File: src/rtl/oos_txbd_pkg.sv
package oos_txbd_pkg;
  localparam int DATA_W   = 32;
  localparam int LEN_W    = 16;
  localparam int ERR_W    = 3;
  localparam int BIT_RDY  = DATA_W - 1;
  localparam int BIT_PAD  = DATA_W - 2;
  localparam int BIT_WRAP = DATA_W - 3;
  localparam int BIT_INTR = DATA_W - 4;
  localparam int BIT_LAST = DATA_W - 5;
  localparam int ERR_HI   = DATA_W - 8;
  localparam int ERR_LO   = ERR_HI - ERR_W + 1;

  typedef enum logic [1:0] {
    SRC_NONE = 2'd0,
    SRC_PRIO = 2'd1,
    SRC_RING = 2'd2
  } src_e;

  typedef enum logic [1:0] {
    ST_IDLE = 2'd0,
    ST_PRIO = 2'd1,
    ST_RING = 2'd2
  } fstate_e;
endpackage

File: src/rtl/oos_desc_reg.sv
module oos_desc_reg
  import oos_txbd_pkg::*;
#(
  parameter int DW = DATA_W,
  parameter int LW = LEN_W,
  parameter int EW = ERR_W
) (
  input  logic          clk,
  input  logic          rst_n,
  input  logic          wr_en,
  input  logic [DW-1:0] wr_data,
  input  logic          clr_en,
  input  logic [EW-1:0] err_in,
  output logic          rdy,
  output logic          pad,
  output logic          intr,
  output logic [LW-1:0] len,
  output logic [DW-1:0] rdata
);
  localparam int EHI = DW - 8;
  localparam int ELO = EHI - EW + 1;

  logic          rdy_q, rdy_d;
  logic          pad_q, pad_d;
  logic          wrap_q, wrap_d;
  logic          intr_q, intr_d;
  logic [EW-1:0] err_q, err_d;
  logic [LW-1:0] len_q, len_d;
  logic          wr_ok;
  logic          load_en;

  // Accepted only while software owns the descriptor.
  assign wr_ok   = wr_en && !rdy_q;
  assign load_en = clr_en || wr_ok;

  always_comb begin
    rdy_d  = rdy_q;
    pad_d  = pad_q;
    wrap_d = wrap_q;
    intr_d = intr_q;
    err_d  = err_q;
    len_d  = len_q;
    if (clr_en) begin
      rdy_d = 1'b0;
      err_d = err_in;
    end else if (wr_ok) begin
      rdy_d  = wr_data[DW-1];
      pad_d  = wr_data[DW-2];
      wrap_d = wr_data[DW-3];
      intr_d = wr_data[DW-4];
      err_d  = '0;
      len_d  = wr_data[LW-1:0];
    end
  end

  always_ff @(posedge clk or negedge rst_n) begin
    if (!rst_n) begin
      rdy_q  <= 1'b0;
      pad_q  <= 1'b0;
      wrap_q <= 1'b0;
      intr_q <= 1'b0;
      err_q  <= '0;
      len_q  <= '0;
    end else if (load_en) begin
      rdy_q  <= rdy_d;
      pad_q  <= pad_d;
      wrap_q <= wrap_d;
      intr_q <= intr_d;
      err_q  <= err_d;
      len_q  <= len_d;
    end
  end

  logic unused_wr_bits;
  assign unused_wr_bits = ^wr_data[DW-5:LW];

  always_comb begin
    rdata          = '0;
    rdata[DW-1]    = rdy_q;
    rdata[DW-2]    = pad_q;
    rdata[DW-3]    = wrap_q;
    rdata[DW-4]    = intr_q;
    rdata[DW-5]    = 1'b1;
    rdata[EHI:ELO] = err_q;
    rdata[LW-1:0]  = len_q;
  end

  assign rdy  = rdy_q;
  assign pad  = pad_q;
  assign intr = intr_q;
  assign len  = len_q;
endmodule

File: src/rtl/oos_frame_arb.sv
module oos_frame_arb
  import oos_txbd_pkg::*;
(
  input  logic clk,
  input  logic rst_n,
  input  logic prio_rdy,
  input  logic ring_req,
  input  logic pause_on,
  input  logic mac_done,
  output logic mac_start,
  output logic sel_prio,
  output logic ring_grant,
  output logic prio_done
);
  fstate_e st_q, st_d;
  src_e    pick;

  // Pause demotes the priority descriptor behind ring traffic.
  always_comb begin
    pick = SRC_NONE;
    if (pause_on) begin
      if (ring_req)      pick = SRC_RING;
      else if (prio_rdy) pick = SRC_PRIO;
    end else begin
      if (prio_rdy)      pick = SRC_PRIO;
      else if (ring_req) pick = SRC_RING;
    end
  end

  always_comb begin
    st_d       = st_q;
    mac_start  = 1'b0;
    sel_prio   = 1'b0;
    ring_grant = 1'b0;
    prio_done  = 1'b0;
    case (st_q)
      ST_IDLE: begin
        if (pick != SRC_NONE) begin
          mac_start  = 1'b1;
          sel_prio   = (pick == SRC_PRIO);
          ring_grant = (pick == SRC_RING);
          st_d       = (pick == SRC_PRIO) ? ST_PRIO : ST_RING;
        end
      end
      ST_PRIO: begin
        if (mac_done) begin
          prio_done = 1'b1;
          st_d      = ST_IDLE;
        end
      end
      ST_RING: begin
        if (mac_done) st_d = ST_IDLE;
      end
      default: st_d = ST_IDLE;
    endcase
  end

  always_ff @(posedge clk or negedge rst_n) begin
    if (!rst_n) st_q <= ST_IDLE;
    else        st_q <= st_d;
  end
endmodule

File: src/rtl/oos_evt_gen.sv
module oos_evt_gen (
  input  logic clk,
  input  logic rst_n,
  input  logic prio_done,
  input  logic intr_en,
  output logic evt
);
  logic evt_q, evt_d;

  assign evt_d = prio_done && intr_en;

  always_ff @(posedge clk or negedge rst_n) begin
    if (!rst_n) evt_q <= 1'b0;
    else        evt_q <= evt_d;
  end

  assign evt = evt_q;
endmodule

File: src/rtl/oos_txbd_arbiter.sv
module oos_txbd_arbiter
  import oos_txbd_pkg::*;
#(
  parameter int DW = DATA_W,
  parameter int LW = LEN_W,
  parameter int EW = ERR_W
) (
  input  logic          clk,
  input  logic          rst_n,
  input  logic          cfg_we,
  input  logic [DW-1:0] cfg_wdata,
  output logic [DW-1:0] cfg_rdata,
  input  logic          ring_req,
  output logic          ring_grant,
  input  logic          pause_on,
  output logic          mac_start,
  output logic          mac_sel_prio,
  output logic [LW-1:0] mac_len,
  output logic          mac_pad,
  input  logic          mac_done,
  input  logic [EW-1:0] mac_err,
  output logic          txc_event
);
  logic prio_rdy;
  logic prio_intr;
  logic prio_done;

  oos_desc_reg #(.DW(DW), .LW(LW), .EW(EW)) u_desc (
    .clk     (clk),
    .rst_n   (rst_n),
    .wr_en   (cfg_we),
    .wr_data (cfg_wdata),
    .clr_en  (prio_done),
    .err_in  (mac_err),
    .rdy     (prio_rdy),
    .pad     (mac_pad),
    .intr    (prio_intr),
    .len     (mac_len),
    .rdata   (cfg_rdata)
  );

  oos_frame_arb u_arb (
    .clk        (clk),
    .rst_n      (rst_n),
    .prio_rdy   (prio_rdy),
    .ring_req   (ring_req),
    .pause_on   (pause_on),
    .mac_done   (mac_done),
    .mac_start  (mac_start),
    .sel_prio   (mac_sel_prio),
    .ring_grant (ring_grant),
    .prio_done  (prio_done)
  );

  oos_evt_gen u_evt (
    .clk       (clk),
    .rst_n     (rst_n),
    .prio_done (prio_done),
    .intr_en   (prio_intr),
    .evt       (txc_event)
  );
endmodule

File: config.mk
export PLATFORM = sky130hd
export DESIGN_NAME = oos_txbd_arbiter
export DESIGN_NICKNAME = d
export VERILOG_FILES = /design/src/rtl/oos_txbd_pkg.sv /design/src/rtl/oos_desc_reg.sv /design/src/rtl/oos_frame_arb.sv /design/src/rtl/oos_evt_gen.sv /design/src/rtl/oos_txbd_arbiter.sv
export SDC_FILE = /design/constraint.sdc
export NUM_CORES = 1
export LEC_CHECK = 0
export BUFFER_PORTS_ARGS = -buffer_cell sky130_fd_sc_hd__buf_4
export CAP_MARGIN = 10
export CORE_AREA = 2 2 62 64
export CTS_BUF_LIST = sky130_fd_sc_hd__clkbuf_8
export DETAILED_ROUTE_END_ITERATION = 10
export DIE_AREA = 0 0 64 66
export PLACE_DENSITY = 0.75
export SYNTH_ARGS = -nofsm -noshare
export SYNTH_HDL_FRONTEND = slang
export SYNTH_SLANG_ARGS = --single-unit
File: constraint.sdc
create_clock -name clk -period 2.3 [get_ports clk]
set_clock_uncertainty 0.05 [all_clocks]
set_input_delay 0.23 -clock clk [delete_from_list [all_inputs] [get_ports clk]]
set_output_delay 0.23 -clock clk [all_outputs]
set_load 0.03 [all_outputs]
==> results_dict.tcl <==
set metrics [dict create \
    status "finished clean" \
    fin_nets 202 \
    drt-vias-per-instance 4.393 \
    syn_area_per_cell_um2 12.74 \
    h-tree-depth 1 \
    yosysWarnings 0 \
    cts_inserted_buffers 3 \
    synth_cell_type_count 20 \
    io-pin-count 94 \
    antenna_found_initial 0 \
    final_layout_size_suffix_gt1_frac 0.6139 \
    utilization 0.5063 \
    ys_seq_area_frac 0.4819 \
    cts_tree "built" \
    hpwl_mm 1.975 \
    hold_violations 0 \
    grt_max_degree 27 \
    grt_pass1_wl_mm 4.008 \
    crit_family "flip-flops" \
    leakage_nw 0.9625 \
    num_vias 905 \
    ys.flop_type "dfrtp_1" \
    rows 22 \
    multi_input_area_um2 454.2 \
    timing.rr.end "u_desc.len[14]" \
    critPathLaunchType "register" \
    antenna_cells 0 \
    wl_per_cell_um 12.16 \
    ys_seq_elements 26 \
    port_buffers 72 \
    required_ns 2.02 \
    die_h_um 66 \
    endpoint_kind "output port" \
    maxSlewViolCount 0 \
    synth-edff-count 0 \
    min_path_cells 2 \
    insertion_delay_ns 0.26 \
    mostFrequentLayoutCell "buf_4" \
    min_path_type "in -> reg" \
    preCtsSetupSlack_ns 0.5971 \
    cp_max_fo 5 \
    initial_core_util 0.3802 \
    crit_type "reg -> out" \
    synth_top_area_cell "dfrtp_1" \
    path_clk_slew_ns 0.09 \
    hold_path_startpoint "mac_err[0]" \
    clockBufferDepth 2 \
    worst_path_largest_cell_delay_ns 0.37 \
    vdd_ir_drop_max_mv 0.4841 \
    p_per_area_mw_per_mm2 1759 \
    worst_ep_arrival_time_ns 1.47 \
    fin_ws_ns 0.5490 \
    rsz0062_at_grt "false" \
    totalPowerFinal_w 0.003162 \
    final_cell_mix "buf_4 (72), dfrtp_1 (26), mux2_4 (10)" \
    antenna_left 0 \
    synth.top_cell.area_share 0.4819 \
    period_minus_slack_ns 1.751 \
    postCtsResizedCells 0 \
    fillers 326 \
    fin_hold_ws_ns 0.1435 \
    drtPass1Iterations 4 \
    drv_cap 0 \
    async_reset_ff_frac 1.000 \
    r2r-start "u_arb.st_q[1]" \
    cts_root_buffer "clkbuf_8" \
    rrSetupSlack_ns 0.61 \
    netlist_top_cells_area "dfrtp_1 (48%), buf_4 (16%), mux2_4 (11%)" \
    postSynthCellCount 106 \
    finalSetupViolCount 0 \
    hold-path-endpoint "u_desc.err_q[0]" \
    path_cells "inv_1, ha_1, nand2_1, a21oi_1, buf_4" \
    globalRouteOverflowTotal 0 \
    track_usage 0.1242 \
    die_area_mm2 0.004224 \
    core_mm2 0.003551 \
    regArea_um2 650.6 \
    drtIter0Drc 34 \
    post-route-period-util 0.7613 \
    synthesis.area_mm2 0.001350 \
    fmax_ghz 0.5711 \
    reg2reg_depth 5 \
    grt_pass1_vias 898 \
    drt-total-wl_mm 2.505 \
    finalSetupTns_ns 0 \
    die_width_um 64 \
    place_congestion 0.6707 \
    post-route-drc-count 0 \
    critPathSlowestCell "dfrtp_1" \
    cp_num_buf_inv 2 \
    area_growth_pct 33.18 \
    cts.sinks 26 \
]
[where the power goes]
part           internal [W]  switching, W  leakage, nW  total [W]
Sequential         0.000678      0.000163        0.313   0.000840
Clock              0.000232      0.000133       0.0357   0.000366
Combinational      0.000809       0.00115        0.613    0.00196
[layer usage]
| layer | vias up | share of wire | track usage | routed length, µm |
|---|---|---|---|---|
| met5 | - | 0 | 0 | 0 |
| met4 | 0 | 0.013 | 0.06522 | 33 |
| met3 | 2 | 0.12 | 0.03578 | 293 |
| met2 | 61 | 0.51 | 0.2279 | 1274 |
| met1 | 430 | 0.36 | 0.1274 | 903 |
| li1 | 412 | - | - | - |
[worst max-delay path by stage]
stage,startpoint,endpoint,slack (ns),depth (start not counted)
4_1_cts,u_arb.st_q[1],mac_sel_prio,0.52,5
2_1_floorplan,u_arb.st_q[0],u_desc.len[10],0.64,7
3_5_place_dp,u_arb.st_q[1],u_desc.len[14],0.60,5
6_report,u_arb.st_q[1],mac_sel_prio,0.55,5
3_3_place_gp,u_arb.st_q[1],u_desc.wrap_q,0.66,5
5_1_grt,u_arb.st_q[1],mac_sel_prio,0.46,5
[logic make-up after synthesis]
logic type               Yosys count  share of synthesized area
buffers and inverters             35                     0.2011
AO/OA/AOI/OAI                     11                    0.05468
adder cells (fa/ha/maj)            2                    0.01853
flip-flops                        26                     0.4819
AND/OR/NAND/NOR                   11                    0.05191
other                              2                   0.005563
multiplexers                      19                     0.1863
[state kept, by name, summed over array words and instances (netlist names)]
register / cells
u_desc.rdy: 1
u_desc.err_q: 3
u_arb.st_q: 2
u_desc.wrap_q: 1
u_desc.intr: 1
u_evt.evt: 1
u_desc.len: 16
u_desc.pad: 1
[cell usage after synthesis (3+ instances only)]
library cell	count
buf_4	29
dfrtp_1	26
mux2_4	10
mux2_2	9
a21oi_1	5
a22o_1	3
inv_1	3
nand2b_1	3
[cell type report]
type / instances / area share
Sequential cell: 26 / 0.3619
Inverter: 3 / 0.006263
Clock buffer: 3 / 0.02296
Tap cell: 48 / 0.03340
Timing Repair Buffer: 73 / 0.3062
Multi-Input combinational cell: 52 / 0.2526
Clock inverter: 1 / 0.01670
[through the flow]
step | instances | cell area (µm²)
floorplan | 113 | 1376
global placement | 201 | 1717
detailed placement | 201 | 1717
CTS | 206 | 1798
global route | 206 | 1798
finish | 206 | 1798
[worst register-to-register path, stage by stage (launching register included)]
cell and delay (ns):
dfrtp_1 0.37, inv_1 0.10, ha_1 0.17, and2_4 0.17
nand2b_4 0.32, mux2_2 0.39
[what timing repair did]
action / in CTS / in global routing
hold buffers: 1 / 0
setup buffers: 0 / 0
setup endpoints to repair: 0 / 0
hold endpoints to repair: 26 / 0
No activity file was read; power rests on OpenSTA's default activity.
